==> src/rtl/pwm_pair_pkg.sv <==
package pwm_pair_pkg;
  typedef enum logic {
    PAIR_COMPL = 1'b0,
    PAIR_INDEP = 1'b1
  } pair_mode_e;

  typedef struct packed {
    logic pol_bot;
    logic pol_top;
  } pair_pol_t;

  function automatic int pol_bit(input int pair, input logic bottom);
    return 2 * pair + int'(bottom);
  endfunction
endpackage

==> src/rtl/pwm_cfg_reg.sv <==
module pwm_cfg_reg #(
  parameter int N_PAIRS = 3,
  localparam int CFG_W = 3 * N_PAIRS
) (
  input  logic             clk_i,
  input  logic             rst_ni,
  input  logic             we_i,
  input  logic [CFG_W-1:0] wdata_i,
  input  logic             wp_set_i,
  output logic [CFG_W-1:0] cfg_o,
  output logic             wp_o
);
  logic [CFG_W-1:0] cfg_q;
  logic             wp_q;

  always_ff @(posedge clk_i or negedge rst_ni) begin
    if (!rst_ni) begin
      cfg_q <= '0;
      wp_q  <= 1'b0;
    end else begin
      // lock is checked on the registered flag, so a same-cycle write lands
      if (we_i && !wp_q) cfg_q <= wdata_i;
      if (wp_set_i) wp_q <= 1'b1;
    end
  end

  assign cfg_o = cfg_q;
  assign wp_o  = wp_q;
endmodule

==> src/rtl/pwm_chan_cmp.sv <==
module pwm_chan_cmp #(
  parameter int CNT_W = 10
) (
  input  logic [CNT_W-1:0] cnt_i,
  input  logic [CNT_W-1:0] width_i,
  output logic             raw_o
);
  assign raw_o = (cnt_i <= width_i);
endmodule

==> src/rtl/pwm_pair_out.sv <==
module pwm_pair_out
  import pwm_pair_pkg::*;
(
  input  logic       clk_i,
  input  logic       rst_ni,
  input  pair_mode_e mode_i,
  input  pair_pol_t  pol_i,
  input  logic       raw_top_i,
  input  logic       raw_bot_i,
  output logic       top_o,
  output logic       bot_o
);
  logic bot_src;
  logic top_d, bot_d;
  logic top_q, bot_q;

  always_comb begin
    bot_src = (mode_i == PAIR_INDEP) ? raw_bot_i : ~raw_top_i;
    top_d   = raw_top_i ^ pol_i.pol_top;
    bot_d   = bot_src ^ pol_i.pol_bot;
  end

  always_ff @(posedge clk_i or negedge rst_ni) begin
    if (!rst_ni) begin
      top_q <= 1'b0;
      bot_q <= 1'b0;
    end else begin
      top_q <= top_d;
      bot_q <= bot_d;
    end
  end

  assign top_o = top_q;
  assign bot_o = bot_q;
endmodule

==> src/rtl/pwm_pair_stage.sv <==
module pwm_pair_stage
  import pwm_pair_pkg::*;
#(
  parameter int CNT_W   = 10,
  parameter int N_PAIRS = 3,
  localparam int N_CH   = 2 * N_PAIRS,
  localparam int CFG_W  = 3 * N_PAIRS
) (
  input  logic                  clk_i,
  input  logic                  rst_ni,
  input  logic [CNT_W-1:0]      cnt_i,
  input  logic [N_CH*CNT_W-1:0] width_i,
  input  logic                  cfg_we_i,
  input  logic [CFG_W-1:0]      cfg_wdata_i,
  input  logic                  wp_set_i,
  output logic [CFG_W-1:0]      cfg_rdata_o,
  output logic                  wp_o,
  output logic [N_CH-1:0]       pwm_o
);
  logic [CFG_W-1:0] cfg;
  logic [N_CH-1:0]  raw;

  pwm_cfg_reg #(.N_PAIRS(N_PAIRS)) cfg_i (
    .clk_i   (clk_i),
    .rst_ni  (rst_ni),
    .we_i    (cfg_we_i),
    .wdata_i (cfg_wdata_i),
    .wp_set_i(wp_set_i),
    .cfg_o   (cfg),
    .wp_o    (wp_o)
  );

  for (genvar c = 0; c < N_CH; c++) begin : g_cmp
    pwm_chan_cmp #(.CNT_W(CNT_W)) cmp_i (
      .cnt_i  (cnt_i),
      .width_i(width_i[c*CNT_W +: CNT_W]),
      .raw_o  (raw[c])
    );
  end

  for (genvar p = 0; p < N_PAIRS; p++) begin : g_pair
    pair_mode_e mode;
    pair_pol_t  pol;
    assign mode        = pair_mode_e'(cfg[2*N_PAIRS + p]);
    assign pol.pol_top = cfg[pol_bit(p, 1'b0)];
    assign pol.pol_bot = cfg[pol_bit(p, 1'b1)];

    pwm_pair_out out_i (
      .clk_i    (clk_i),
      .rst_ni   (rst_ni),
      .mode_i   (mode),
      .pol_i    (pol),
      .raw_top_i(raw[2*p]),
      .raw_bot_i(raw[2*p+1]),
      .top_o    (pwm_o[2*p]),
      .bot_o    (pwm_o[2*p+1])
    );
  end

  assign cfg_rdata_o = cfg;
endmodule

==> config.mk <==
export PLATFORM = sky130hd
export DESIGN_NAME = pwm_pair_stage
export DESIGN_NICKNAME = d
export VERILOG_FILES = /design/src/rtl/pwm_pair_pkg.sv /design/src/rtl/pwm_cfg_reg.sv /design/src/rtl/pwm_chan_cmp.sv /design/src/rtl/pwm_pair_out.sv /design/src/rtl/pwm_pair_stage.sv
export SDC_FILE = /design/constraint.sdc
export NUM_CORES = 1
export LEC_CHECK = 0
export BUFFER_PORTS_ARGS = -buffer_cell sky130_fd_sc_hd__buf_2
export CORE_MARGIN = 2
export CORE_UTILIZATION = 48
export CTS_CLUSTER_DIAMETER = 40
export DETAILED_ROUTE_END_ITERATION = 8
export GPL_TIMING_DRIVEN = 1
export PLACE_DENSITY = 0.79
export SYNTH_ARGS = -nofsm -noshare
export SYNTH_HDL_FRONTEND = slang
export SYNTH_SLANG_ARGS = --single-unit
==> constraint.sdc <==
create_clock -name clk_i -period 1.3 [get_ports clk_i]
set_clock_uncertainty 0.05 [all_clocks]
set_input_delay 0.065 -clock clk_i [delete_from_list [all_inputs] [get_ports clk_i]]
set_output_delay 0.065 -clock clk_i [all_outputs]
set_load 0.05 [all_outputs]
# Word-level counts from Yosys, hierarchy flattened
# Index checks and enable logic that the tools add are counted.
[totals]
ff_bits = 16
inputBits = 83
out_inout_bits = 16
[classes]
n_lt_le_gt_ge = 6
n_mux = 3
bitwise_logic = 9
n_reduce_logical = 2
[op_table]
columns = ["op", "n"]
rows = [
  ["10-bit less-or-equal comparator", 6],
  ["1-bit bitwise XOR", 6],
  ["1-bit two-way mux", 3],
  ["1-bit NOT", 3],
  ["1-bit logical AND", 1],
  ["1-bit logical NOT", 1],
]

# Logic depth before layout (Yosys ltp)
[logic_depth]
word_depth = 4
depth_mapped = 8
depth_no_buf = 8

# Modules after synthesis
# A second synthesis with hierarchy kept.
[hier_totals]
hier_cells = 250
hier_area_um2 = 2195.9
[modules_own_cells]
columns = ["mod", "n_inst", "cells_each", "area_per_inst_um2", "seq_area_each_um2"]
rows = [
  ["pwm_chan_cmp", 6, 35, 257.7, 0.0],
  ["pwm_cfg_reg", 1, 22, 409.1, 250.2],
  ["pwm_pair_out", 3, 6, 80.1, 50.0],
]

# Worst setup path after synthesis
# Ideal clock, no wire load.
[synth_path]
kind = "register -> register"
from = "register cfg_i.wp_q (netlist: cfg_i.wp_o)"
to = "register cfg_i.cfg_q[0] (netlist: cfg_i.cfg_o[0])"
setup_time_ns = 0.125
arrival_time_ns = 1.241
path_slack_ns = -0.115
stages_incl_launch_ff = 4
path_buffers = 1
period_less_slack_ns = 1.415
cell_sequence = "dfrtp_1 nor2b_1 buf_2 mux2_2"
[synth_between]
elab_chain_len = 2
[synth_rtl]
columns = ["item", "line", "text"]
rows = [
  ["start, declared", "pwm_cfg_reg.sv:14", "logic wp_q;"],
  ["start signal, assigned", "pwm_cfg_reg.sv:19", "wp_q <= 1'b0;"],
  ["start signal, assigned", "pwm_cfg_reg.sv:23", "if (wp_set_i) wp_q <= 1'b1;"],
  ["1-bit logical NOT", "pwm_cfg_reg.sv:22", "if (we_i && !wp_q) cfg_q <= wdata_i;"],
  ["1-bit logical AND", "pwm_cfg_reg.sv:22", ""],
  ["end signal, assigned", "pwm_cfg_reg.sv:22", ""],
  ["end, declared", "pwm_cfg_reg.sv:13", "logic [CFG_W-1:0] cfg_q;"],
]
# No other way between the ends.
# A chain may end at the register's enable or synchronous reset.

# Worst setup path after layout
[layout_path]
from = "input cnt_i[7]"
to = "register g_pair[1].out_i.bot_q"
[layout_between]
elab_chain_len = 4
word_cells_on_any_way = 5
cone_classes = "order compare: 2; mux: 1; bitwise: 2"
[layout_rtl]
columns = ["item", "line", "text"]
rows = [
  ["start, declared", "pwm_pair_stage.sv:11", "input logic [CNT_W-1:0] cnt_i,"],
  ["10-bit less-or-equal comparator", "pwm_chan_cmp.sv:8", "assign raw_o = (cnt_i <= width_i);"],
  ["1-bit NOT", "pwm_pair_out.sv:18", "bot_src = (mode_i == PAIR_INDEP) ? raw_bot_i : ~raw_top_i;"],
  ["1-bit two-way mux *", "pwm_pair_out.sv:18", ""],
  ["1-bit bitwise XOR *", "pwm_pair_out.sv:20", "bot_d = bot_src ^ pol_i.pol_bot;"],
  ["named net g_pair[1].out_i.bot_d", "pwm_pair_out.sv:14", "logic top_d, bot_d;"],
  ["end signal, assigned", "pwm_pair_out.sv:29", "bot_q <= bot_d;"],
  ["end, declared", "pwm_pair_out.sv:15", "logic top_q, bot_q;"],
]
# Mark *: on every way through the listed nets, which the timed path passes. The rest lies on a longest branch.

==> key figures <==
Outcome
  • Outcome: finished clean

Drt
  • Post-route ant nets: 0
  • DRT Wirelength: 5670 µm
  • Vias per cell: 5.21
  • Total number of vias: 2164
  • Residual DRC: 0
  • Initial DRT Pass Iterations: 4
  • WL per Instance: 13.7 µm
  • Initial DRC Count: 54

Critical path
  • Crit path DAT: 1.35 ns
  • CP required: 1.39 ns
  • CP Class: input pin to flop
  • Worst setup SP type: input pin
  • Critical Path Fanout Max: 5
  • Critical Path Sink Type: flop

Synthesis
  • Ys flop type: dfrtp_1
  • EDFF count, synth: 0
  • Yosys top cell by area: ha_1
  • Mapped Avg Cell Area: 8.58 µm²
  • Count leader, synth: ha_1
  • Synth area leaders: ha_1, dfrtp_1, inv_1, mux2_2, a21oi_1
  • Netlist cell types: 27
  • Yosys warnings: 0
  • Register area share after synthesis: 0.184
  • Synthesized net count: 397
  • Area of the mapped netlist: 2180 µm²
  • Synth top cells by count: ha_1, inv_1, dfrtp_1, a21oi_1
  • Synth top area share: 0.344
  • Register bit count reported by yosys: 16
  • Async SR Flop Fraction: 1.00
  • Mapped Cells: 254

Timing
  • Rel. slew slack: 0.758
  • RSZ-0062 raised after global routing: true
  • Hold Vio Cnt, Final: 0
  • Post-Route Setup TNS: 0 ns
  • Final Setup Violations: 0
  • Minimum clock period: 1.27 ns
  • Tightest Pin Transition: 0.364 ns
  • Tcrit/Tclk final: 0.974
  • Maximum clock frequency: 790 MHz
  • Max Slew Vio Count: 0

Floorplanning
  • Starting Density: 0.501
  • Die Span Y: 71.4 µm
  • I/O pin count: 99
  • Core Area: 4350 µm²
  • Row count: 24
  • Die X: 71.4 µm
  • Die area: 5100 µm²

Global route
  • Initial antenna violation count: 0
  • GRT Residual Overflow: 0
  • Gr usage total: 0.228
  • Largest net degree at the start of global routing: 17
  • Wire length of the first global-routing pass: 9390 µm
  • Vias in the first global route: 2223

Power and ir drop
  • Sw Ratio: 0.412
  • Maximum vdd drop: 427 µV
  • Pleak: 1.68 nW
  • Int Pwr: 0.00137 W
  • Pwr/cell area: 723 nW/µm²
  • Clock power share: 0.191
  • Power share of the combinational group: 0.540
  • Net Sw Power: 0.000964 W
  • Seq pwr share: 0.270

Clocking
  • Root Driver: clkbuf_8
  • Sink Count: 16
  • TritonCTS buffer count: 3
  • Max clock buf depth: 2
  • Htree depth: 1
  • CTS tree: built
  • Worst skew pair latency: 0.26 ns
  • Clock-pin slew on the worst setup and hold paths: 0.06 ns

Final layout
  • Final Non-Filler Cells: 415
  • Post-route cell area: 3230 µm²
  • Layout net count: 507
  • # diodes: 0
  • Layout cell share with drive strength beyond 1: 0.488
  • Layout area overhead: 48.2%

Placed design
  • Area after DPL: 2900 µm²
  • Post-DP HPWL: 4570 µm
  • Port bufs: 98
  • RePlAce Congestion: 0.841
  • Dpl cells: 401

Run
  • Max cap viols: 0

Hold path
  • Worst Hold Class: input pin to flop
==> what timing repair did <==
action / CTS / global route
hold buffers: 8 / 1
endpoints found under the hold margin: 23 / 1
endpoints found under the setup margin: 6 / 6
resized for setup: 16 / 23
pin swaps: 8 / 22
buffers inserted: 1 / 0
cloned: 0 / 0
==> final cells by class <==
type / instances / area (µm²)
Clock buffer: 4 / 55.1
Fill cell: 312 / 1120
Inverter: 58 / 224
Multi-Input combinational cell: 170 / 1760
Sequential cell: 16 / 402
Tap cell: 52 / 65.1
Timing Repair Buffer: 115 / 722
==> cells in the final DEF, fill, tap and decap left out, types with 8 or more instances in the layout <==
| cell type | count |
|---|---|
| a21oi_1 | 14 |
| buf_2 | 88 |
| buf_4 | 10 |
| dfrtp_1 | 15 |
| dlygate4sd3_1 | 9 |
| ha_1 | 42 |
| ha_4 | 18 |
| inv_1 | 40 |
| inv_2 | 16 |
| mux2_2 | 9 |
| nand2_1 | 8 |
| nand4_1 | 9 |
| nor2_1 | 8 |
==> registers in the layout (all words and copies together) (netlist names) <==
register and flops:
cfg_i.cfg_o 9, cfg_i.wp_o 1, g_pair.out_i.bot_o 3, g_pair.out_i.top_o 3
==> final timing paths <==
kind	start	endpoint	slack [ns]	cells past startpoint
setup / recovery	cnt_i[7]	g_pair[1].out_i.bot_o	0.03	7
hold / removal	cfg_wdata_i[7]	cfg_i.cfg_o[7]	0.01	2
setup reg to reg	cfg_i.wp_o	cfg_i.cfg_o[7]	0.08	3
hold reg to reg	cfg_i.cfg_o[4]	g_pair[2].out_i.top_o	0.44	1
max in group asynchronous	rst_ni	cfg_i.wp_o	0.70	2
min in group asynchronous	rst_ni	cfg_i.cfg_o[6]	0.21	2
==> power by group through the flow <==
stage	registers [W]	clock network, W	logic [W]
CTS	0.000628	0.000446	0.00121
global placement	0.000635	0	0.00113
detailed placement	0.000638	0	0.00116
global route	0.000640	0.000463	0.00139
finish	0.000630	0.000446	0.00126
floorplan	0.000704	0	0.000784
==> kinds of logic (layout without fill, tap and decap cells) <==
logic type,count (synthesis),count (layout),synth area share
compound gates,45,45,0.138
flops,16,16,0.184
mux,9,9,0.0465
xor+xnor,6,6,0.0241
fa+ha+maj,60,60,0.344
simple gates,50,50,0.130
buf+inv,68,177,0.133
==> per-stage QoR <==
step	setup slack [ns]	total power (W)	util	hold WS [ns]
3_5_place_dp	-0.392	0.00180	0.665	-0.0570
3_3_place_gp	-0.314	0.00176	0.665	-0.0624
5_1_grt	-0.0623	0.00249	0.742	0.0129
2_1_floorplan	0.00133	0.00149	-	-0.281
4_1_cts	-0.0185	0.00229	0.716	0.000745
6_report	0.0343	0.00234	0.742	0.0128
==> per-layer routing <==
metal | global-route usage | routed length (µm) | vias up
li1 | - | - | 1087
met1 | 0.271 | 2380 | 983
met2 | 0.419 | 2840 | 78
met3 | 0.0338 | 300 | 16
met4 | 0.0734 | 144 | 0
met5 | 0 | 0 | -
==> critical path, stage by stage <==
cell     delay, ns
buf_12        0.12
buf_12        0.12
ha_4          0.26
nand4_1       0.14
o31ai_1       0.36
o22ai_2       0.14
xnor2_1       0.14
Power figures use the tool's default switching activity.
